## src/rtl/pnl3w_pkg.sv

```systemverilog
package pnl3w_pkg;
  typedef enum logic [2:0] {
    ST_IDLE  = 3'd0,
    ST_SETUP = 3'd1,
    ST_LOW   = 3'd2,
    ST_HIGH  = 3'd3,
    ST_HOLD  = 3'd4,
    ST_GAP   = 3'd5
  } wr_state_t;

  function automatic int max4(input int a, input int b, input int c, input int d);
    int m;
    m = a;
    if (b > m) m = b;
    if (c > m) m = c;
    if (d > m) m = d;
    return m;
  endfunction
endpackage

```

## src/rtl/pnl3w_frame.sv

```systemverilog
module pnl3w_frame #(
  parameter int ADDR_W   = 8,
  parameter int DATA_W   = 8,
  parameter bit ENC_ADDR = 1'b0,
  localparam int FRAME_W = ADDR_W + DATA_W
) (
  input  logic [ADDR_W-1:0]  addr,
  input  logic [DATA_W-1:0]  data,
  output logic [FRAME_W-1:0] word
);
  logic [ADDR_W-1:0] addr_byte;

  generate
    if (ENC_ADDR) begin : g_enc
      logic [ADDR_W+1:0] widened;
      assign widened   = {addr, 2'b10};
      assign addr_byte = widened[ADDR_W-1:0];
    end else begin : g_plain
      assign addr_byte = addr;
    end
  endgenerate

  assign word = {addr_byte, data};
endmodule

```

## src/rtl/pnl3w_timer.sv

```systemverilog
module pnl3w_timer #(
  parameter int CW = 8
) (
  input  logic          clk,
  input  logic          rst,
  input  logic          load,
  input  logic [CW-1:0] load_val,
  output logic          expired
);
  logic [CW-1:0] cnt;

  always_ff @(posedge clk) begin
    if (rst) begin
      cnt <= '0;
    end else if (load) begin
      cnt <= load_val;
    end else if (cnt != '0) begin
      cnt <= cnt - 1'b1;
    end
  end

  assign expired = (cnt == '0);
endmodule

```

## src/rtl/pnl3w_shift.sv

```systemverilog
module pnl3w_shift #(
  parameter int FRAME_W = 16,
  localparam int BCW = (FRAME_W > 1) ? $clog2(FRAME_W) : 1
) (
  input  logic               clk,
  input  logic               rst,
  input  logic               load,
  input  logic [FRAME_W-1:0] word,
  input  logic               advance,
  output logic               cur_bit,
  output logic               last_bit
);
  logic [FRAME_W-1:0] sr;
  logic [BCW-1:0]     idx;

  always_ff @(posedge clk) begin
    if (rst) begin
      sr  <= '0;
      idx <= '0;
    end else if (load) begin
      sr  <= word;
      idx <= '0;
    end else if (advance) begin
      sr  <= {sr[FRAME_W-2:0], 1'b0};
      idx <= idx + 1'b1;
    end
  end

  assign cur_bit  = sr[FRAME_W-1];
  assign last_bit = (idx == BCW'(FRAME_W - 1));
endmodule

```

## src/rtl/pnl3w_writer.sv

```systemverilog
module pnl3w_writer
  import pnl3w_pkg::*;
#(
  parameter int ADDR_W    = 8,
  parameter int DATA_W    = 8,
  parameter int SETUP_CYC = 2500,
  parameter int HALF_CYC  = 2500,
  parameter int HOLD_CYC  = 10000,
  parameter int GAP_CYC   = 10000,
  parameter bit ENC_ADDR  = 1'b0
) (
  input  logic              clk,
  input  logic              rst,
  input  logic              req_valid,
  output logic              req_ready,
  input  logic [ADDR_W-1:0] req_addr,
  input  logic [DATA_W-1:0] req_data,
  output logic              busy,
  output logic              done,
  output logic              pnl_en_n,
  output logic              pnl_sclk,
  output logic              pnl_sdata
);
  localparam int FRAME_W = ADDR_W + DATA_W;
  localparam int MAX_D   = max4(SETUP_CYC, HALF_CYC, HOLD_CYC, GAP_CYC);
  localparam int CW      = $clog2(MAX_D + 1);

  wr_state_t         state, state_nx;
  logic              tmr_load;
  logic [CW-1:0]     tmr_val;
  logic              tmr_exp;
  logic              accept;
  logic              advance;
  logic              cur_bit;
  logic              last_bit;
  logic              finish;
  logic [FRAME_W-1:0] word;

  pnl3w_frame #(
    .ADDR_W  (ADDR_W),
    .DATA_W  (DATA_W),
    .ENC_ADDR(ENC_ADDR)
  ) u_frame (
    .addr(req_addr),
    .data(req_data),
    .word(word)
  );

  pnl3w_timer #(.CW(CW)) u_timer (
    .clk     (clk),
    .rst     (rst),
    .load    (tmr_load),
    .load_val(tmr_val),
    .expired (tmr_exp)
  );

  pnl3w_shift #(.FRAME_W(FRAME_W)) u_shift (
    .clk     (clk),
    .rst     (rst),
    .load    (accept),
    .word    (word),
    .advance (advance),
    .cur_bit (cur_bit),
    .last_bit(last_bit)
  );

  assign accept = (state == ST_IDLE) && req_valid;

  always_comb begin
    state_nx = state;
    tmr_load = 1'b0;
    tmr_val  = '0;
    advance  = 1'b0;
    finish   = 1'b0;
    unique case (state)
      ST_IDLE: begin
        if (req_valid) begin
          state_nx = ST_SETUP;
          tmr_load = 1'b1;
          tmr_val  = CW'(SETUP_CYC - 1);
        end
      end
      ST_SETUP: begin
        if (tmr_exp) begin
          state_nx = ST_LOW;
          tmr_load = 1'b1;
          tmr_val  = CW'(HALF_CYC - 1);
        end
      end
      ST_LOW: begin
        if (tmr_exp) begin
          state_nx = ST_HIGH;
          tmr_load = 1'b1;
          tmr_val  = CW'(HALF_CYC - 1);
        end
      end
      ST_HIGH: begin
        if (tmr_exp) begin
          tmr_load = 1'b1;
          if (last_bit) begin
            state_nx = ST_HOLD;
            tmr_val  = CW'(HOLD_CYC - 1);
          end else begin
            state_nx = ST_LOW;
            tmr_val  = CW'(HALF_CYC - 1);
            advance  = 1'b1;
          end
        end
      end
      ST_HOLD: begin
        if (tmr_exp) begin
          if (ENC_ADDR) begin
            state_nx = ST_GAP;
            tmr_load = 1'b1;
            tmr_val  = CW'(GAP_CYC - 1);
          end else begin
            state_nx = ST_IDLE;
            finish   = 1'b1;
          end
        end
      end
      ST_GAP: begin
        if (tmr_exp) begin
          state_nx = ST_IDLE;
          finish   = 1'b1;
        end
      end
      default: state_nx = ST_IDLE;
    endcase
  end

  always_ff @(posedge clk) begin
    if (rst) begin
      state <= ST_IDLE;
      done  <= 1'b0;
    end else begin
      state <= state_nx;
      done  <= finish;
    end
  end

  assign req_ready = (state == ST_IDLE);
  assign busy      = (state != ST_IDLE);
  assign pnl_en_n  = !((state == ST_SETUP) || (state == ST_LOW) || (state == ST_HIGH));
  assign pnl_sclk  = (state != ST_LOW);
  assign pnl_sdata = ((state == ST_LOW) || (state == ST_HIGH)) ? cur_bit : 1'b0;
endmodule

```

## config.mk

```make
export PLATFORM = sky130hd
export DESIGN_NAME = pnl3w_writer
export DESIGN_NICKNAME = d
export VERILOG_FILES = /design/src/rtl/pnl3w_pkg.sv /design/src/rtl/pnl3w_frame.sv /design/src/rtl/pnl3w_timer.sv /design/src/rtl/pnl3w_shift.sv /design/src/rtl/pnl3w_writer.sv
export SDC_FILE = /design/constraint.sdc
export NUM_CORES = 1
export LEC_CHECK = 0
export CORE_ASPECT_RATIO = 1.5
export CORE_MARGIN = 2
export CORE_UTILIZATION = 58
export CTS_CLUSTER_DIAMETER = 150
export CTS_CLUSTER_SIZE = 14
export DETAILED_ROUTE_END_ITERATION = 8
export PLACE_DENSITY = 0.94
export REMOVE_ABC_BUFFERS = 1
export SLEW_MARGIN = 30
export SYNTH_ARGS = -nofsm -noshare
export SYNTH_HDL_FRONTEND = slang
export SYNTH_SLANG_ARGS = --single-unit
```

## constraint.sdc

```tcl
create_clock -name clk -period 3.8 [get_ports clk]
set_input_delay 1.14 -clock clk [delete_from_list [all_inputs] [get_ports clk]]
set_output_delay 1.14 -clock clk [all_outputs]
set_load 0.02 [all_outputs]
```

* Word level (Yosys, flattened, before mapping) *
Cells that the tools add are included.

storage, ports and cells
  memory bits (read-only) = 0
  flip-flop bits (word level) = 38
  input bits = 19
  memory bits (writable) = 0
  memories kept = 0
  output and inout bits = 6
  bits in latches = 0

cells by class
  bitwise gates (word level) = 1
  multiply operators = 0
  equal/unequal tests = 12
  $add $sub $neg = 2
  shift-type cells = 0
  reductions and logical operators = 17
  div/mod/pow operators = 0
  multiplexer cells = 23
  order comparisons = 0

operator list
  kind                   number
  $mux 14                4
  $pmux 14 s3            1
  $mux 16                2
  $mux 12                2
  $mux 3                 6
  $pmux 3 s5             1
  $logic_not 14->1       1
  $reduce_bool 14->1     1
  $sub 14x1->14 const B  1
  $ne 2x2->1 const B     4
  $reduce_or 2->1        4
  $eq 3x2->1 const B     2
  $eq 3x3->1 const B     2
  $mux 1                 6
  $reduce_and 5->1       1
  $add 4x1->4 const B    1
  $eq 4x4->1 const B     1
  $reduce_bool 2->1      2
  $eq 3x1->1 const B     1
  $logic_not 3->1        1
  $logic_or 1x1->1       3
  $ne 3x2->1 const B     1
  $reduce_bool 3->1      1
  $reduce_or 3->1        1
  5 further kinds        5

* Longest topological paths before layout *
Gate-level depths: netlist of run 1.

  word-level depth = 6
  depth in mapped cells = 9
  gate-level depth less buffers = 7

* Cells and area by module *
Synthesis of run 1 repeated with hierarchy kept, for this count alone.

second synthesis, totals
  cell total of the unflattened synthesis = 255
  area, all modules = 2,272.2 µm²

by module, submodules not included
  module        cells each  seq. area each (µm²)  area an instance (µm²)  times used
  pnl3w_shift   90          400.4                 942.2                   1
  pnl3w_timer   109         280.3                 887.1                   1
  pnl3w_writer  40          80.1                  322.8                   1
  pnl3w_frame   16          0.0                   120.1                   1

* Least setup slack after synthesis of run 1 *
Ideal clock, no wire load.

  path kind = reg2out
  start point = reg state[1]
  end point = out busy
  path slack = 1.353 ns
  arrival time = 1.307 ns
  cell stages (with the launch flop) = 4
  data required time = 2.660 ns
  cell sequence = dfxtp_1 -> clkbuf_1 -> nor3_1 -> inv_1

on the way
  cells in the longest elaborated chain, start to end = 1

ends and longest elaborated chain
  element                 RTL line             source
  start, declared         pnl3w_writer.sv:28   wr_state_t state, state_nx;
  start signal, assigned  pnl3w_writer.sv:137  state <= state_nx;
  $reduce_bool 3->1       pnl3w_writer.sv:143  assign busy = (state != ST_IDLE);
  end, declared           pnl3w_writer.sv:18   output logic busy,

No other way between the ends.

* Worst setup path in the final report of run 1 *
  start point = reg state[2]
  end point = out pnl_en_n

on the way
  cells in the longest elaborated chain, start to end = 4

ends and longest elaborated chain
  element                                   RTL line             source
  $eq 3x1->1 or $eq 3x2->1 (tied branches)  pnl3w_writer.sv:144  assign pnl_en_n = !((state == ST_SETUP) || (state == ST_LOW) || (state == ST_HIGH));
  $logic_or 1x1->1                          pnl3w_writer.sv:144
  $logic_or 1x1->1 *                        pnl3w_writer.sv:144
  $logic_not 1->1 *                         pnl3w_writer.sv:144
  end, declared                             pnl3w_writer.sv:20   output logic pnl_en_n,

Every way passes the cells marked *; elsewhere a longest branch is shown, timed or not.

==> report_table.html, run 1 <==
<table>
<tr><th>Metric</th><th>Value</th></tr>
<tr><th colspan="2">Setup path</th></tr>
<tr><td>Crit path cell chain</td><td>inv_1, o21ai_0, clkdlybuf4s50_1</td></tr>
<tr><td>CP Launch Type</td><td>flip-flop</td></tr>
<tr><td>Cell family with the largest share of critical-path delay</td><td>buffers and inverters</td></tr>
<tr><td>Data required time of the critical path</td><td>2.66 ns</td></tr>
<tr><td>Cell with the largest stage delay on the worst path</td><td>sky130_fd_sc_hd__dfxtp_1</td></tr>
<tr><td>Buf+Inv Stages, Crit Path</td><td>2</td></tr>
<tr><td>Largest driver fanout on the critical path</td><td>16</td></tr>
<tr><td>Critical path type</td><td>reg2out</td></tr>
<tr><td>Slowest cell delay on critical path</td><td>0.62 ns</td></tr>
<tr><td>Endpoint kind of the worst setup timing path</td><td>primary output</td></tr>
<tr><td>Endpoint arrival time on the critical path</td><td>1.87 ns</td></tr>
<tr><th colspan="2">Placed design</th></tr>
<tr><td>Half-perimeter wire length of the detailed placement result</td><td>2830 um</td></tr>
<tr><td>Gp weighted congestion</td><td>0.7613</td></tr>
<tr><td>I/O Buffers</td><td>24</td></tr>
<tr><td>Post-placement cell count</td><td>282</td></tr>
<tr><th colspan="2">GRT</th></tr>
<tr><td>Maximum number of pins on one net before global-route repair</td><td>32</td></tr>
<tr><td>GRT Util Overall</td><td>0.2378</td></tr>
<tr><td>First-pass GRT wire length</td><td>6734 um</td></tr>
<tr><td>Vias in the first global route</td><td>1546</td></tr>
<tr><td>Residual overflow from global routing</td><td>0</td></tr>
<tr><td>Antenna violations before repair</td><td>0</td></tr>
<tr><th colspan="2">Detailed routing</th></tr>
<tr><td>Number of DRC markers after the initial detailed-route iteration</td><td>34</td></tr>
<tr><td>Overall via count from detail_route</td><td>1690</td></tr>
<tr><td>Final wirelength</td><td>4038 um</td></tr>
<tr><td>First-pass detailed-route iteration total</td><td>4</td></tr>
<tr><td>Average vias per placed instance</td><td>5.828</td></tr>
<tr><td>Routed length per placed instance</td><td>13.92 um</td></tr>
<tr><td>Post-detailed-route count of antenna-violating nets</td><td>0</td></tr>
<tr><td>Number of remaining DRC errors</td><td>0</td></tr>
<tr><th colspan="2">Timing</th></tr>
<tr><td>Minimum clock period after layout</td><td>3.011 ns</td></tr>
<tr><td>Pins over their slew limit</td><td>0</td></tr>
<tr><td>Post-route setup TNS</td><td>0 ns</td></tr>
<tr><td>Worst max-slew margin expressed relative to the limit</td><td>0.4656</td></tr>
<tr><td>Hold Vio Cnt, Final</td><td>0</td></tr>
<tr><td>Max frequency</td><td>332.2 MHz</td></tr>
<tr><td>Final setup violation count</td><td>0</td></tr>
<tr><td>Worst Clk Skew</td><td>0.009157 ns</td></tr>
<tr><td>Final clock period utilization by the worst path</td><td>0.7922</td></tr>
<tr><td>RSZ-0062 raised after global routing</td><td>false</td></tr>
<tr><td>Post-route worst hold slack</td><td>0.4788 ns</td></tr>
<tr><td>Transition time of the tightest slew-check pin</td><td>0.7992 ns</td></tr>
<tr><th colspan="2">Synthesis</th></tr>
<tr><td>Warning count from the yosys run</td><td>0</td></tr>
<tr><td>Number of synthesized register bits</td><td>38</td></tr>
<tr><td>Number of flops mapped to enable cells by yosys</td><td>0</td></tr>
<tr><td>Post-synthesis instance area</td><td>0.001876 mm^2</td></tr>
<tr><td>Async S/R FF share, synth</td><td>0</td></tr>
<tr><td>Main synth FF type</td><td>sky130_fd_sc_hd__dfxtp_1</td></tr>
<tr><td>Sequential-to-total area share from yosys stat</td><td>0.4056</td></tr>
<tr><td>Unique masters post-synth</td><td>41</td></tr>
<tr><td>Post-synthesis average cell area</td><td>8.262 um^2</td></tr>
<tr><td>Number of instances in the synthesized netlist</td><td>227</td></tr>
<tr><th colspan="2">Power and ir drop</th></tr>
<tr><td>P_leak</td><td>0.8109 nW</td></tr>
<tr><td>Worst IR drop on VDD</td><td>474.7 uV</td></tr>
<tr><td>Power density normalized to cell area</td><td>811.0 mW/mm^2</td></tr>
<tr><td>Overall power after layout</td><td>1.796 mW</td></tr>
<tr><th colspan="2">Floorplan</th></tr>
<tr><td>Area enclosed by the die boundary</td><td>0.003714 mm^2</td></tr>
<tr><td>Boundary pin count</td><td>25</td></tr>
<tr><td>Starting Density</td><td>0.5996</td></tr>
<tr><td>Die outline height</td><td>73.65 um</td></tr>
<tr><td>Die Span X</td><td>50.43 um</td></tr>
<tr><td>Number of rows in the core area</td><td>25</td></tr>
<tr><td>Core region area</td><td>0.003128 mm^2</td></tr>
<tr><th colspan="2">Clock tree</th></tr>
<tr><td>CTS tree</td><td>yes</td></tr>
<tr><td>Maximum buffer depth of the clock tree</td><td>2</td></tr>
<tr><td>Post-CTS setup repair buffer count</td><td>0</td></tr>
<tr><td>TritonCTS sink count</td><td>38</td></tr>
<tr><td>Clock root buffer</td><td>sky130_fd_sc_hd__clkbuf_8</td></tr>
<tr><td>Number of H-tree branching levels</td><td>2</td></tr>
<tr><td>Total CTS buffers</td><td>5</td></tr>
<tr><td>Clock network latency to the later pin of the worst-skew pair</td><td>0.29 ns</td></tr>
<tr><td>Hold bufs inserted after CTS</td><td>0</td></tr>
<tr><td>Total of cells resized after clock tree synthesis</td><td>0</td></tr>
<tr><td>Clock transition time at the flip-flop clock pins of the worst setup and hold paths</td><td>0.07 ns</td></tr>
<tr><th colspan="2">Cells and area</th></tr>
<tr><td>Area growth from synthesis to final layout</td><td>18.08%</td></tr>
<tr><td>Number of inserted diodes</td><td>0</td></tr>
<tr><td>Leading cell types in the layout, fill and taps excluded</td><td>38 x sky130_fd_sc_hd__dfxtp_1, 37 x sky130_fd_sc_hd__nand2_1, 24 x sky130_fd_sc_hd__clkdlybuf4s50_1</td></tr>
<tr><td>Final Non-Filler Cells</td><td>290</td></tr>
<tr><td>Fraction of layout cells with a size suffix above 1</td><td>0.07600</td></tr>
<tr><td>Number of nets in the finished design</td><td>270</td></tr>
<tr><td>Final Util</td><td>0.7080</td></tr>
<tr><td>Most common library cell in the layout ignoring fill and taps</td><td>sky130_fd_sc_hd__dfxtp_1</td></tr>
<tr><th colspan="2">Job</th></tr>
<tr><td>Max-capacitance violation count</td><td>0</td></tr>
<tr><th colspan="2">Outcome</th></tr>
<tr><td>Result of the run</td><td>completed</td></tr>
<tr><th colspan="2">Hold path</th></tr>
<tr><td>Class of the tightest hold or removal check</td><td>reg2reg</td></tr>
</table>
[worst min-delay path, stage by stage (launching register included)]
cell                       delay, ns
sky130_fd_sc_hd__dfxtp_1        0.31
sky130_fd_sc_hd__nand2_1        0.05
sky130_fd_sc_hd__a311oi_1       0.08
[through the flow]
step | worst slack, ns | cell area, um^2
finish | 0.7895 | 2215
global route | 0.6225 | 2215
CTS | 0.7804 | 2215
detailed placement | 0.9623 | 2123
global placement | 1.036 | 2123
floorplan | 1.365 | 1803
[routing by layer]
metal | global-route usage | vias up | part of all wire
li1 | - | 859 | -
met3 | 0.05285 | 6 | 0.028
met2 | 0.4342 | 33 | 0.54
met4 | 0.09610 | 0 | 0.016
met1 | 0.2629 | 792 | 0.41
met5 | 0 | - | 0
[cell families after synthesis]
group,Yosys count,synth area share
mux,2,0.01067
flops,38,0.4056
fa+ha+maj,2,0.01334
compound gates,52,0.1955
xor+xnor,12,0.05604
simple gates,103,0.2702
buf+inv,18,0.04870
[final timing paths]
| check | startpoint | to | slack, ns | depth (start not counted) |
|---|---|---|---|---|
| max | state[2]$_SDFFE_PP0P_ | pnl_en_n | 0.79 | 3 |
| min | u_shift.sr[15]$_SDFFE_PP0P_ | u_shift.sr[15]$_SDFFE_PP0P_ | 0.48 | 2 |
| max reg2reg | u_timer.cnt[0]$_SDFFE_PP0P_ | u_shift.sr[5]$_SDFFE_PP0P_ | 1.19 | 8 |
| min reg2reg | u_shift.sr[15]$_SDFFE_PP0P_ | u_shift.sr[15]$_SDFFE_PP0P_ | 0.48 | 2 |
[cells in the mapped netlist, types with 2 or more instances]
cell type                  count  area, um^2
sky130_fd_sc_hd__dfxtp_1      38       760.7
sky130_fd_sc_hd__nand2_1      37       138.9
sky130_fd_sc_hd__nor2_1       22       82.58
sky130_fd_sc_hd__a21oi_1      15       75.07
sky130_fd_sc_hd__a311oi_1     12       105.1
sky130_fd_sc_hd__nor3_1       12       60.06
sky130_fd_sc_hd__o21ai_0      12       60.06
sky130_fd_sc_hd__clkbuf_1     11       41.29
sky130_fd_sc_hd__nand3_1       7       35.03
sky130_fd_sc_hd__xnor2_1       7       61.31
sky130_fd_sc_hd__inv_1         5       18.77
sky130_fd_sc_hd__xor2_1        5       43.79
sky130_fd_sc_hd__nor4_1        4       25.02
sky130_fd_sc_hd__a311oi_2      3       45.04
sky130_fd_sc_hd__nand4_1       3       18.77
sky130_fd_sc_hd__or4_1         3       22.52
sky130_fd_sc_hd__and2_1        2       12.51
sky130_fd_sc_hd__and3_1        2       12.51
sky130_fd_sc_hd__ha_1          2       25.02
sky130_fd_sc_hd__mux2i_1       2       20.02
sky130_fd_sc_hd__nor3b_1       2       15.01
sky130_fd_sc_hd__or2_2         2       12.51
[flip-flops by register name, indices dropped and copies added, names as in the netlist]
| signal | flops |
|---|---|
| u_shift.sr | 16 |
| state | 3 |
| done | 1 |
| u_timer.cnt | 14 |
| u_shift.idx | 4 |
[power breakdown]
| group | switching, mW | leakage, nW | internal (mW) |
|---|---|---|---|
| clock | 0.139 | 0.0482 | 0.146 |
| combinational | 0.478 | 0.450 | 0.369 |
| sequential | 0.134 | 0.313 | 0.530 |
[cell type report]
type | instances | area (um^2)
Multi-Input combinational cell | 171 | 1023
Fill cell | 239 | 913.4
Sequential cell | 38 | 760.7
Timing Repair Buffer | 28 | 270.3
Clock buffer | 7 | 86.33
Tap cell | 40 | 50.05
Inverter | 5 | 18.77
Clock inverter | 1 | 5.005
No activity file was read; power rests on OpenSTA's default activity.
==> run 2: changes to the inputs <==
CORE_UTILIZATION = 54   (was 58)
PLACE_DENSITY = 0.9   (was 0.94)
clock period = 2.93 ns   (was 3.8 ns; I/O delays follow)
==> run 2 against run 1 <==
Effect of this change:
- final area up 0.57%
- routed wire length grew 0.79%
- core utilization down 4.3 points
- flip-flop and latch count is the same
- sequential power rose by 30%
- via count increased by 2.2%
- die area grew 6.9%
- critical path type unchanged
- largest power group unchanged
==> report_table.html, run 2 (same netlist as run 1, synthesis figures left out) <==
<table>
<tr><th>Metric</th><th>Value</th></tr>
<tr><th colspan="2">Outcome</th></tr>
<tr><td>Result of the run</td><td>completed</td></tr>
<tr><th colspan="2">Floorplan</th></tr>
<tr><td>Boundary pin count</td><td>25 (unchanged)</td></tr>
<tr><td>Die Span X</td><td>52.12 um (+3.4%)</td></tr>
<tr><td>Starting Density</td><td>0.5597 (-0.03985)</td></tr>
<tr><td>Area enclosed by the die boundary</td><td>0.003971 mm^2 (+6.9%)</td></tr>
<tr><td>Number of rows in the core area</td><td>26 (+4.0%)</td></tr>
<tr><td>Core region area</td><td>0.003351 mm^2 (+7.1%)</td></tr>
<tr><td>Die outline height</td><td>76.18 um (+3.4%)</td></tr>
<tr><th colspan="2">Cells and area</th></tr>
<tr><td>Most common library cell in the layout ignoring fill and taps</td><td>sky130_fd_sc_hd__dfxtp_1</td></tr>
<tr><td>Max reg flops</td><td>16 (unchanged)</td></tr>
<tr><td>Leading cell types in the layout, fill and taps excluded</td><td>38 x sky130_fd_sc_hd__dfxtp_1, 37 x sky130_fd_sc_hd__nand2_1, 24 x sky130_fd_sc_hd__clkdlybuf4s50_1</td></tr>
<tr><td>Area growth from synthesis to final layout</td><td>18.75%</td></tr>
<tr><td>Fraction of layout cells with a size suffix above 1</td><td>0.08730 (+0.01130)</td></tr>
<tr><td>Number of inserted diodes</td><td>0 (unchanged)</td></tr>
<tr><td>Largest regs</td><td>u_shift.sr: 16 flops, u_timer.cnt: 14 flops, u_shift.idx: 4 flops</td></tr>
<tr><td>Number of nets in the finished design</td><td>273 (+1.1%)</td></tr>
<tr><td>Final Non-Filler Cells</td><td>294 (+1.4%)</td></tr>
<tr><td>Most flops, register</td><td>u_shift.sr</td></tr>
<tr><th colspan="2">Placed design</th></tr>
<tr><td>I/O Buffers</td><td>24 (unchanged)</td></tr>
<tr><td>Gp weighted congestion</td><td>0.7639 (+0.34%)</td></tr>
<tr><td>Half-perimeter wire length of the detailed placement result</td><td>2918 um (+3.1%)</td></tr>
<tr><td>Post-placement cell count</td><td>287 (+1.8%)</td></tr>
<tr><th colspan="2">Clock tree</th></tr>
<tr><td>TritonCTS sink count</td><td>38 (unchanged)</td></tr>
<tr><td>Maximum buffer depth of the clock tree</td><td>2 (unchanged)</td></tr>
<tr><td>CTS tree</td><td>yes</td></tr>
<tr><td>Total of cells resized after clock tree synthesis</td><td>0 (unchanged)</td></tr>
<tr><td>Number of H-tree branching levels</td><td>2 (unchanged)</td></tr>
<tr><td>Total CTS buffers</td><td>5 (unchanged)</td></tr>
<tr><td>Clock transition time at the flip-flop clock pins of the worst setup and hold paths</td><td>0.07 ns (about the same)</td></tr>
<tr><td>Post-CTS setup repair buffer count</td><td>0 (unchanged)</td></tr>
<tr><td>Clock network latency to the later pin of the worst-skew pair</td><td>0.29 ns (about the same)</td></tr>
<tr><td>Hold bufs inserted after CTS</td><td>0 (unchanged)</td></tr>
<tr><td>Clock root buffer</td><td>sky130_fd_sc_hd__clkbuf_8</td></tr>
<tr><th colspan="2">Detailed routing</th></tr>
<tr><td>Final wirelength</td><td>4070 um (+0.79%)</td></tr>
<tr><td>Overall via count from detail_route</td><td>1728 (+2.2%)</td></tr>
<tr><td>Number of remaining DRC errors</td><td>0 (unchanged)</td></tr>
<tr><td>Average vias per placed instance</td><td>5.878 (+0.86%)</td></tr>
<tr><td>Routed length per placed instance</td><td>13.84 um (-0.58%)</td></tr>
<tr><td>Post-detailed-route count of antenna-violating nets</td><td>0 (unchanged)</td></tr>
<tr><td>First-pass detailed-route iteration total</td><td>5 (+1)</td></tr>
<tr><td>Number of DRC markers after the initial detailed-route iteration</td><td>35 (+2.9%)</td></tr>
<tr><th colspan="2">Power and ir drop</th></tr>
<tr><td>Power density normalized to cell area</td><td>1038 mW/mm^2 (+28%)</td></tr>
<tr><td>Fraction of power consumed by sequential logic</td><td>0.374 (+0.004)</td></tr>
<tr><td>Reported net switching power</td><td>0.9735 mW (+30%)</td></tr>
<tr><td>Fraction of power consumed by the clock network</td><td>0.145 (-0.014)</td></tr>
<tr><td>Cell-internal power</td><td>1.339 mW (+28%)</td></tr>
<tr><td>Worst IR drop on VDD</td><td>626.2 uV (+32%)</td></tr>
<tr><td>Logic pwr share</td><td>0.481 (+0.009)</td></tr>
<tr><td>Overall power after layout</td><td>2.313 mW (+29%)</td></tr>
<tr><td>Switching share of power</td><td>0.4209 (+0.002684)</td></tr>
<tr><td>P_leak</td><td>0.8215 nW (+1.3%)</td></tr>
<tr><th colspan="2">GRT</th></tr>
<tr><td>First-pass GRT wire length</td><td>6996 um (+3.9%)</td></tr>
<tr><td>Vias in the first global route</td><td>1620 (+4.8%)</td></tr>
<tr><td>Residual overflow from global routing</td><td>0 (unchanged)</td></tr>
<tr><td>Antenna violations before repair</td><td>0 (unchanged)</td></tr>
<tr><td>Maximum number of pins on one net before global-route repair</td><td>32 (unchanged)</td></tr>
<tr><td>GRT Util Overall</td><td>0.2256 (-0.01214)</td></tr>
<tr><th colspan="2">Timing</th></tr>
<tr><td>Minimum clock period after layout</td><td>2.730 ns</td></tr>
<tr><td>Max frequency</td><td>366.4 MHz</td></tr>
<tr><td>Post-route setup TNS</td><td>0 ns (unchanged)</td></tr>
<tr><td>RSZ-0062 raised after global routing</td><td>false</td></tr>
<tr><td>Pins over their slew limit</td><td>0 (unchanged)</td></tr>
<tr><td>Final clock period utilization by the worst path</td><td>0.9316</td></tr>
<tr><td>Post-route worst hold slack</td><td>0.4733 ns (-0.005472 ns)</td></tr>
<tr><td>Transition time of the tightest slew-check pin</td><td>0.5821 ns (-0.2171 ns)</td></tr>
<tr><td>Worst max-slew margin expressed relative to the limit</td><td>0.6078 (+0.1423)</td></tr>
<tr><td>Worst Clk Skew</td><td>0.005913 ns (-0.003243 ns)</td></tr>
<tr><td>Final setup violation count</td><td>0 (unchanged)</td></tr>
<tr><td>Hold Vio Cnt, Final</td><td>0 (unchanged)</td></tr>
<tr><th colspan="2">Job</th></tr>
<tr><td>Max-capacitance violation count</td><td>0 (unchanged)</td></tr>
<tr><th colspan="2">Setup path</th></tr>
<tr><td>Critical path type</td><td>reg2out</td></tr>
<tr><td>Data required time of the critical path</td><td>2.05 ns (-0.61 ns)</td></tr>
<tr><td>CP Launch Type</td><td>flip-flop</td></tr>
<tr><td>Endpoint arrival time on the critical path</td><td>1.85 ns (-0.02 ns)</td></tr>
<tr><td>Endpoint kind of the worst setup timing path</td><td>primary output</td></tr>
<tr><td>Largest driver fanout on the critical path</td><td>16 (unchanged)</td></tr>
<tr><th colspan="2">Hold path</th></tr>
<tr><td>Class of the tightest hold or removal check</td><td>reg2reg</td></tr>
</table>
==> run 2: changes by cell type in the layout (fill, tap and decap cells not counted), sizes merged <==
cell / change
buf: +3
clkbuf: -2
clkinv: +1
==> run 2: final timing paths <==
kind | startpoint | to | slack (ns) | cells after the start
hold / removal | u_shift.sr[11]$_SDFFE_PP0P_ | u_shift.sr[12]$_SDFFE_PP0P_ | 0.47 | 2
setup reg to reg | u_timer.cnt[0]$_SDFFE_PP0P_ | u_shift.sr[9]$_SDFFE_PP0P_ | 0.59 | 8
setup / recovery | state[2]$_SDFFE_PP0P_ | pnl_en_n | 0.20 | 3
hold reg to reg | u_shift.sr[11]$_SDFFE_PP0P_ | u_shift.sr[12]$_SDFFE_PP0P_ | 0.47 | 2
==> run 2: critical path, cell delays in order, from the launching register on <==
cell                              delay (ns)
sky130_fd_sc_hd__dfxtp_1                0.61
sky130_fd_sc_hd__inv_1                  0.20
sky130_fd_sc_hd__o21ai_0                0.13
sky130_fd_sc_hd__clkdlybuf4s50_1        0.63
==> run 2: layer usage <==
layer,wire (um),track usage
met1,1703,0.2619
met2,2163,0.4013
met3,152,0.04706
met4,51,0.06316
met5,0,0
==> run 2: metrics by stage <==
stage               worst slack, ns  instance area, um^2  utilization
floorplan                    0.6338                 1803            -
global placement             0.5278                 2148       0.6412
detailed placement           0.4239                 2148       0.6412
CTS                          0.2229                 2227       0.6647
global route               0.008267                 2227       0.6647
finish                       0.2004                 2227       0.6647
==> run 2: area by class of cell <==
class,instances,area (um^2)
multi-input combinational,171,1023
sequential,38,760.7
tap,42,52.55
inverter,5,18.77
fill,292,1124
timing repair buffer,31,292.8
clock buffer,5,68.82
clock inverter,2,10.01
==> run 2: power groups by stage <==
stage	Sequential [mW]	Combinational, mW	Clock (mW)
after floorplan	0.829	0.801	0
after global placement	0.857	1.08	0
after detailed placement	0.870	1.10	0
after CTS	0.859	1.11	0.340
after global routing	0.891	1.24	0.364
final	0.864	1.11	0.336
==> run 3: changes to the inputs <==
CORE_UTILIZATION = 35   (was 54)
PLACE_DENSITY = 0.66   (was 0.9)
==> run 3 against run 2 <==
Effect of this change:
- final area increased by 1.3%
- via count shrank 1.1%
- count of clock-buffer cells in the layout is 2 higher
- non-clock buffer count unchanged
- first-iteration DRC count up 71%
- combinational power is essentially flat
- critical path depth did not move
- core utilization is 23 points lower
- routed wire length up 1.5%
- power about the same
- global-route usage down 7.5 points
- hold slack improved by 0.0020 ns
- largest cell class unchanged
==> report_table.html, run 3 (same netlist as run 1, synthesis figures left out) <==
<table>
<tr><th>Metric</th><th>Value</th></tr>
<tr><th colspan="2">Outcome</th></tr>
<tr><td>Result of the run</td><td>completed</td></tr>
<tr><th colspan="2">Cells and area</th></tr>
<tr><td>Max reg flops</td><td>16 (unchanged)</td></tr>
<tr><td>Largest regs</td><td>u_shift.sr: 16 flops, u_timer.cnt: 14 flops, u_shift.idx: 4 flops</td></tr>
<tr><td>Leading cell types in the layout, fill and taps excluded</td><td>38 x sky130_fd_sc_hd__dfxtp_1, 37 x sky130_fd_sc_hd__nand2_1, 24 x sky130_fd_sc_hd__clkdlybuf4s50_1</td></tr>
<tr><td>Most common library cell in the layout ignoring fill and taps</td><td>sky130_fd_sc_hd__dfxtp_1</td></tr>
<tr><td>Final Util</td><td>0.4370 (-0.2277)</td></tr>
<tr><td>Fraction of layout cells with a size suffix above 1</td><td>0.07937 (-0.007937)</td></tr>
<tr><td>Number of inserted diodes</td><td>0 (unchanged)</td></tr>
<tr><td>Most flops, register</td><td>u_shift.sr</td></tr>
<tr><td>Area growth from synthesis to final layout</td><td>20.35%</td></tr>
<tr><td>Number of nets in the finished design</td><td>273 (unchanged)</td></tr>
<tr><td>Post-route cell area</td><td>0.002257 mm^2 (+1.3%)</td></tr>
<tr><td>Number of fill cells in the layout</td><td>531 (+82%)</td></tr>
<tr><th colspan="2">Setup path</th></tr>
<tr><td>CP Launch Type</td><td>flip-flop</td></tr>
<tr><td>Endpoint kind of the worst setup timing path</td><td>primary output</td></tr>
<tr><td>Endpoint arrival time on the critical path</td><td>1.91 ns (+0.06 ns)</td></tr>
<tr><td>Critical path type</td><td>reg2out</td></tr>
<tr><td>Slowest cell delay on critical path</td><td>0.65 ns (+0.02 ns)</td></tr>
<tr><td>Data required time of the critical path</td><td>2.05 ns (about the same)</td></tr>
<tr><td>Largest driver fanout on the critical path</td><td>16 (unchanged)</td></tr>
<tr><td>Buf+Inv Stages, Crit Path</td><td>2 (unchanged)</td></tr>
<tr><td>Cell family with the largest share of critical-path delay</td><td>buffers and inverters</td></tr>
<tr><td>Cell with the largest stage delay on the worst path</td><td>sky130_fd_sc_hd__clkdlybuf4s50_1</td></tr>
<tr><td>Crit path cell chain</td><td>inv_1, o21ai_0, clkdlybuf4s50_1</td></tr>
<tr><th colspan="2">Clock tree</th></tr>
<tr><td>Number of H-tree branching levels</td><td>2 (unchanged)</td></tr>
<tr><td>Hold bufs inserted after CTS</td><td>0 (unchanged)</td></tr>
<tr><td>CTS tree</td><td>yes</td></tr>
<tr><td>Total CTS buffers</td><td>5 (unchanged)</td></tr>
<tr><td>Clock transition time at the flip-flop clock pins of the worst setup and hold paths</td><td>0.07 ns (about the same)</td></tr>
<tr><td>Post-CTS setup repair buffer count</td><td>0 (unchanged)</td></tr>
<tr><td>Clock root buffer</td><td>sky130_fd_sc_hd__clkbuf_8</td></tr>
<tr><td>TritonCTS sink count</td><td>38 (unchanged)</td></tr>
<tr><td>Clock network latency to the later pin of the worst-skew pair</td><td>0.29 ns (about the same)</td></tr>
<tr><td>Total of cells resized after clock tree synthesis</td><td>0 (unchanged)</td></tr>
<tr><td>Maximum buffer depth of the clock tree</td><td>2 (unchanged)</td></tr>
<tr><th colspan="2">Timing</th></tr>
<tr><td>Pins over their slew limit</td><td>0 (unchanged)</td></tr>
<tr><td>Worst max-slew margin expressed relative to the limit</td><td>0.6149 (+0.007101)</td></tr>
<tr><td>Transition time of the tightest slew-check pin</td><td>0.5716 ns (-0.01054 ns)</td></tr>
<tr><td>Final setup violation count</td><td>0 (unchanged)</td></tr>
<tr><td>Hold Vio Cnt, Final</td><td>0 (unchanged)</td></tr>
<tr><td>Post-route worst hold slack</td><td>0.4753 ns (+0.001984 ns)</td></tr>
<tr><td>RSZ-0062 raised after global routing</td><td>false</td></tr>
<tr><td>Worst Clk Skew</td><td>0.002523 ns (-0.003391 ns)</td></tr>
<tr><td>Max frequency</td><td>358.4 MHz (-2.2%)</td></tr>
<tr><td>Setup slack of the critical path after layout</td><td>0.1397 ns (-0.06074 ns)</td></tr>
<tr><td>Minimum clock period after layout</td><td>2.790 ns (+0.06074 ns)</td></tr>
<tr><td>Final clock period utilization by the worst path</td><td>0.9523 (+0.02073)</td></tr>
<tr><td>Post-route setup TNS</td><td>0 ns (unchanged)</td></tr>
<tr><th colspan="2">Job</th></tr>
<tr><td>Max-capacitance violation count</td><td>0 (unchanged)</td></tr>
<tr><th colspan="2">Floorplan</th></tr>
<tr><td>Starting Density</td><td>0.3631 (-0.1966)</td></tr>
<tr><td>Area enclosed by the die boundary</td><td>0.005972 mm^2 (+50%)</td></tr>
<tr><td>Die outline height</td><td>93.66 um (+23%)</td></tr>
<tr><td>Die Span X</td><td>63.77 um (+22%)</td></tr>
<tr><td>Number of rows in the core area</td><td>32 (+23%)</td></tr>
<tr><td>Boundary pin count</td><td>25 (unchanged)</td></tr>
<tr><td>Core region area</td><td>0.005165 mm^2 (+54%)</td></tr>
<tr><th colspan="2">Placed design</th></tr>
<tr><td>Half-perimeter wire length of the detailed placement result</td><td>3018 um (+3.4%)</td></tr>
<tr><td>Gp weighted congestion</td><td>0.8178 (+7.1%)</td></tr>
<tr><td>I/O Buffers</td><td>24 (unchanged)</td></tr>
<tr><td>Total placed instance area</td><td>0.002181 mm^2 (+1.5%)</td></tr>
<tr><td>Pre-CTS WS</td><td>0.4480 ns (+0.02408 ns)</td></tr>
<tr><th colspan="2">Power and ir drop</th></tr>
<tr><td>Worst IR drop on VDD</td><td>388.5 uV (-38%)</td></tr>
<tr><td>Power density normalized to cell area</td><td>1025 mW/mm^2 (-1.3%)</td></tr>
<tr><td>P_leak</td><td>0.8161 nW (-0.66%)</td></tr>
<tr><th colspan="2">GRT</th></tr>
<tr><td>Residual overflow from global routing</td><td>0 (unchanged)</td></tr>
<tr><td>Maximum number of pins on one net before global-route repair</td><td>32 (unchanged)</td></tr>
<tr><td>Vias in the first global route</td><td>1600 (-1.2%)</td></tr>
<tr><td>GRT Util Overall</td><td>0.1507 (-0.07491)</td></tr>
<tr><td>Antenna violations before repair</td><td>0 (unchanged)</td></tr>
<tr><td>First-pass GRT wire length</td><td>7044 um (+0.69%)</td></tr>
<tr><th colspan="2">Detailed routing</th></tr>
<tr><td>Number of remaining DRC errors</td><td>0 (unchanged)</td></tr>
<tr><td>Number of DRC markers after the initial detailed-route iteration</td><td>60 (+71%)</td></tr>
<tr><td>First-pass detailed-route iteration total</td><td>4 (-1)</td></tr>
<tr><td>Overall via count from detail_route</td><td>1709 (-1.1%)</td></tr>
<tr><td>Post-detailed-route count of antenna-violating nets</td><td>0 (unchanged)</td></tr>
<tr><td>Average vias per placed instance</td><td>5.341 (-9.1%)</td></tr>
<tr><td>Final wirelength</td><td>4131 um (+1.5%)</td></tr>
<tr><td>Routed length per placed instance</td><td>12.91 um (-6.7%)</td></tr>
<tr><th colspan="2">Hold path</th></tr>
<tr><td>Class of the tightest hold or removal check</td><td>reg2reg</td></tr>
</table>
-- run 3: cell types whose count changed in the layout (fill, tap and decap cells not counted), sizes merged --
cell,before,now
clkbuf,5,7
clkinv,2,0
-- run 3: per-layer routing --
layer	GRT usage	vias to the layer above	share of wire
li1	-	864	-
met1	0.1721	805	0.44
met2	0.2675	34	0.50
met3	0.03237	6	0.041
met4	0.06522	0	0.017
met5	0	-	0
-- run 3: worst paths after layout --
kind                               startpoint                          end  slack, ns  depth (start not counted)
setup / recovery        state[2]$_SDFFE_PP0P_                     pnl_en_n       0.14                          3
hold / removal     u_shift.sr[0]$_SDFFE_PP0P_   u_shift.sr[0]$_SDFFE_PP0P_       0.48                          2
setup reg to reg  u_timer.cnt[0]$_SDFFE_PP0P_  u_timer.cnt[1]$_SDFFE_PP0P_       0.65                          7
hold reg to reg    u_shift.sr[0]$_SDFFE_PP0P_   u_shift.sr[0]$_SDFFE_PP0P_       0.48                          2
-- run 3: layout make-up --
type,count,area (um^2),area share
Tap cell,68,85.08,0.03769
Multi-Input combinational cell,171,1023,0.4534
Sequential cell,38,760.7,0.3370
Clock buffer,7,76.32,0.03381
Timing Repair Buffer,31,292.8,0.1297
Inverter,5,18.77,0.008315
-- run 3: per-stage QoR --
stage          cells  total power, mW
6_report         320            2.313
5_1_grt          320            2.496
4_1_cts          320            2.326
3_5_place_dp     313            1.982
3_3_place_gp     313            1.965
2_1_floorplan    214            1.630
-- run 3: worst register-to-register path: stages (launching register included) --
cell                      delay [ns]
sky130_fd_sc_hd__dfxtp_1        0.33
sky130_fd_sc_hd__inv_1          0.09
sky130_fd_sc_hd__ha_1           0.20
sky130_fd_sc_hd__nor3b_1        0.43
sky130_fd_sc_hd__nand2_1        0.19
sky130_fd_sc_hd__o41a_1         0.47
sky130_fd_sc_hd__or2_2          0.36
sky130_fd_sc_hd__a21oi_1        0.13
-- run 3: where the power goes --
part	switching (mW)	total, mW	internal (mW)
sequential	0.174	0.861	0.687
combinational	0.620	1.11	0.493
clock	0.175	0.339	0.164
total	0.969	2.31	1.34
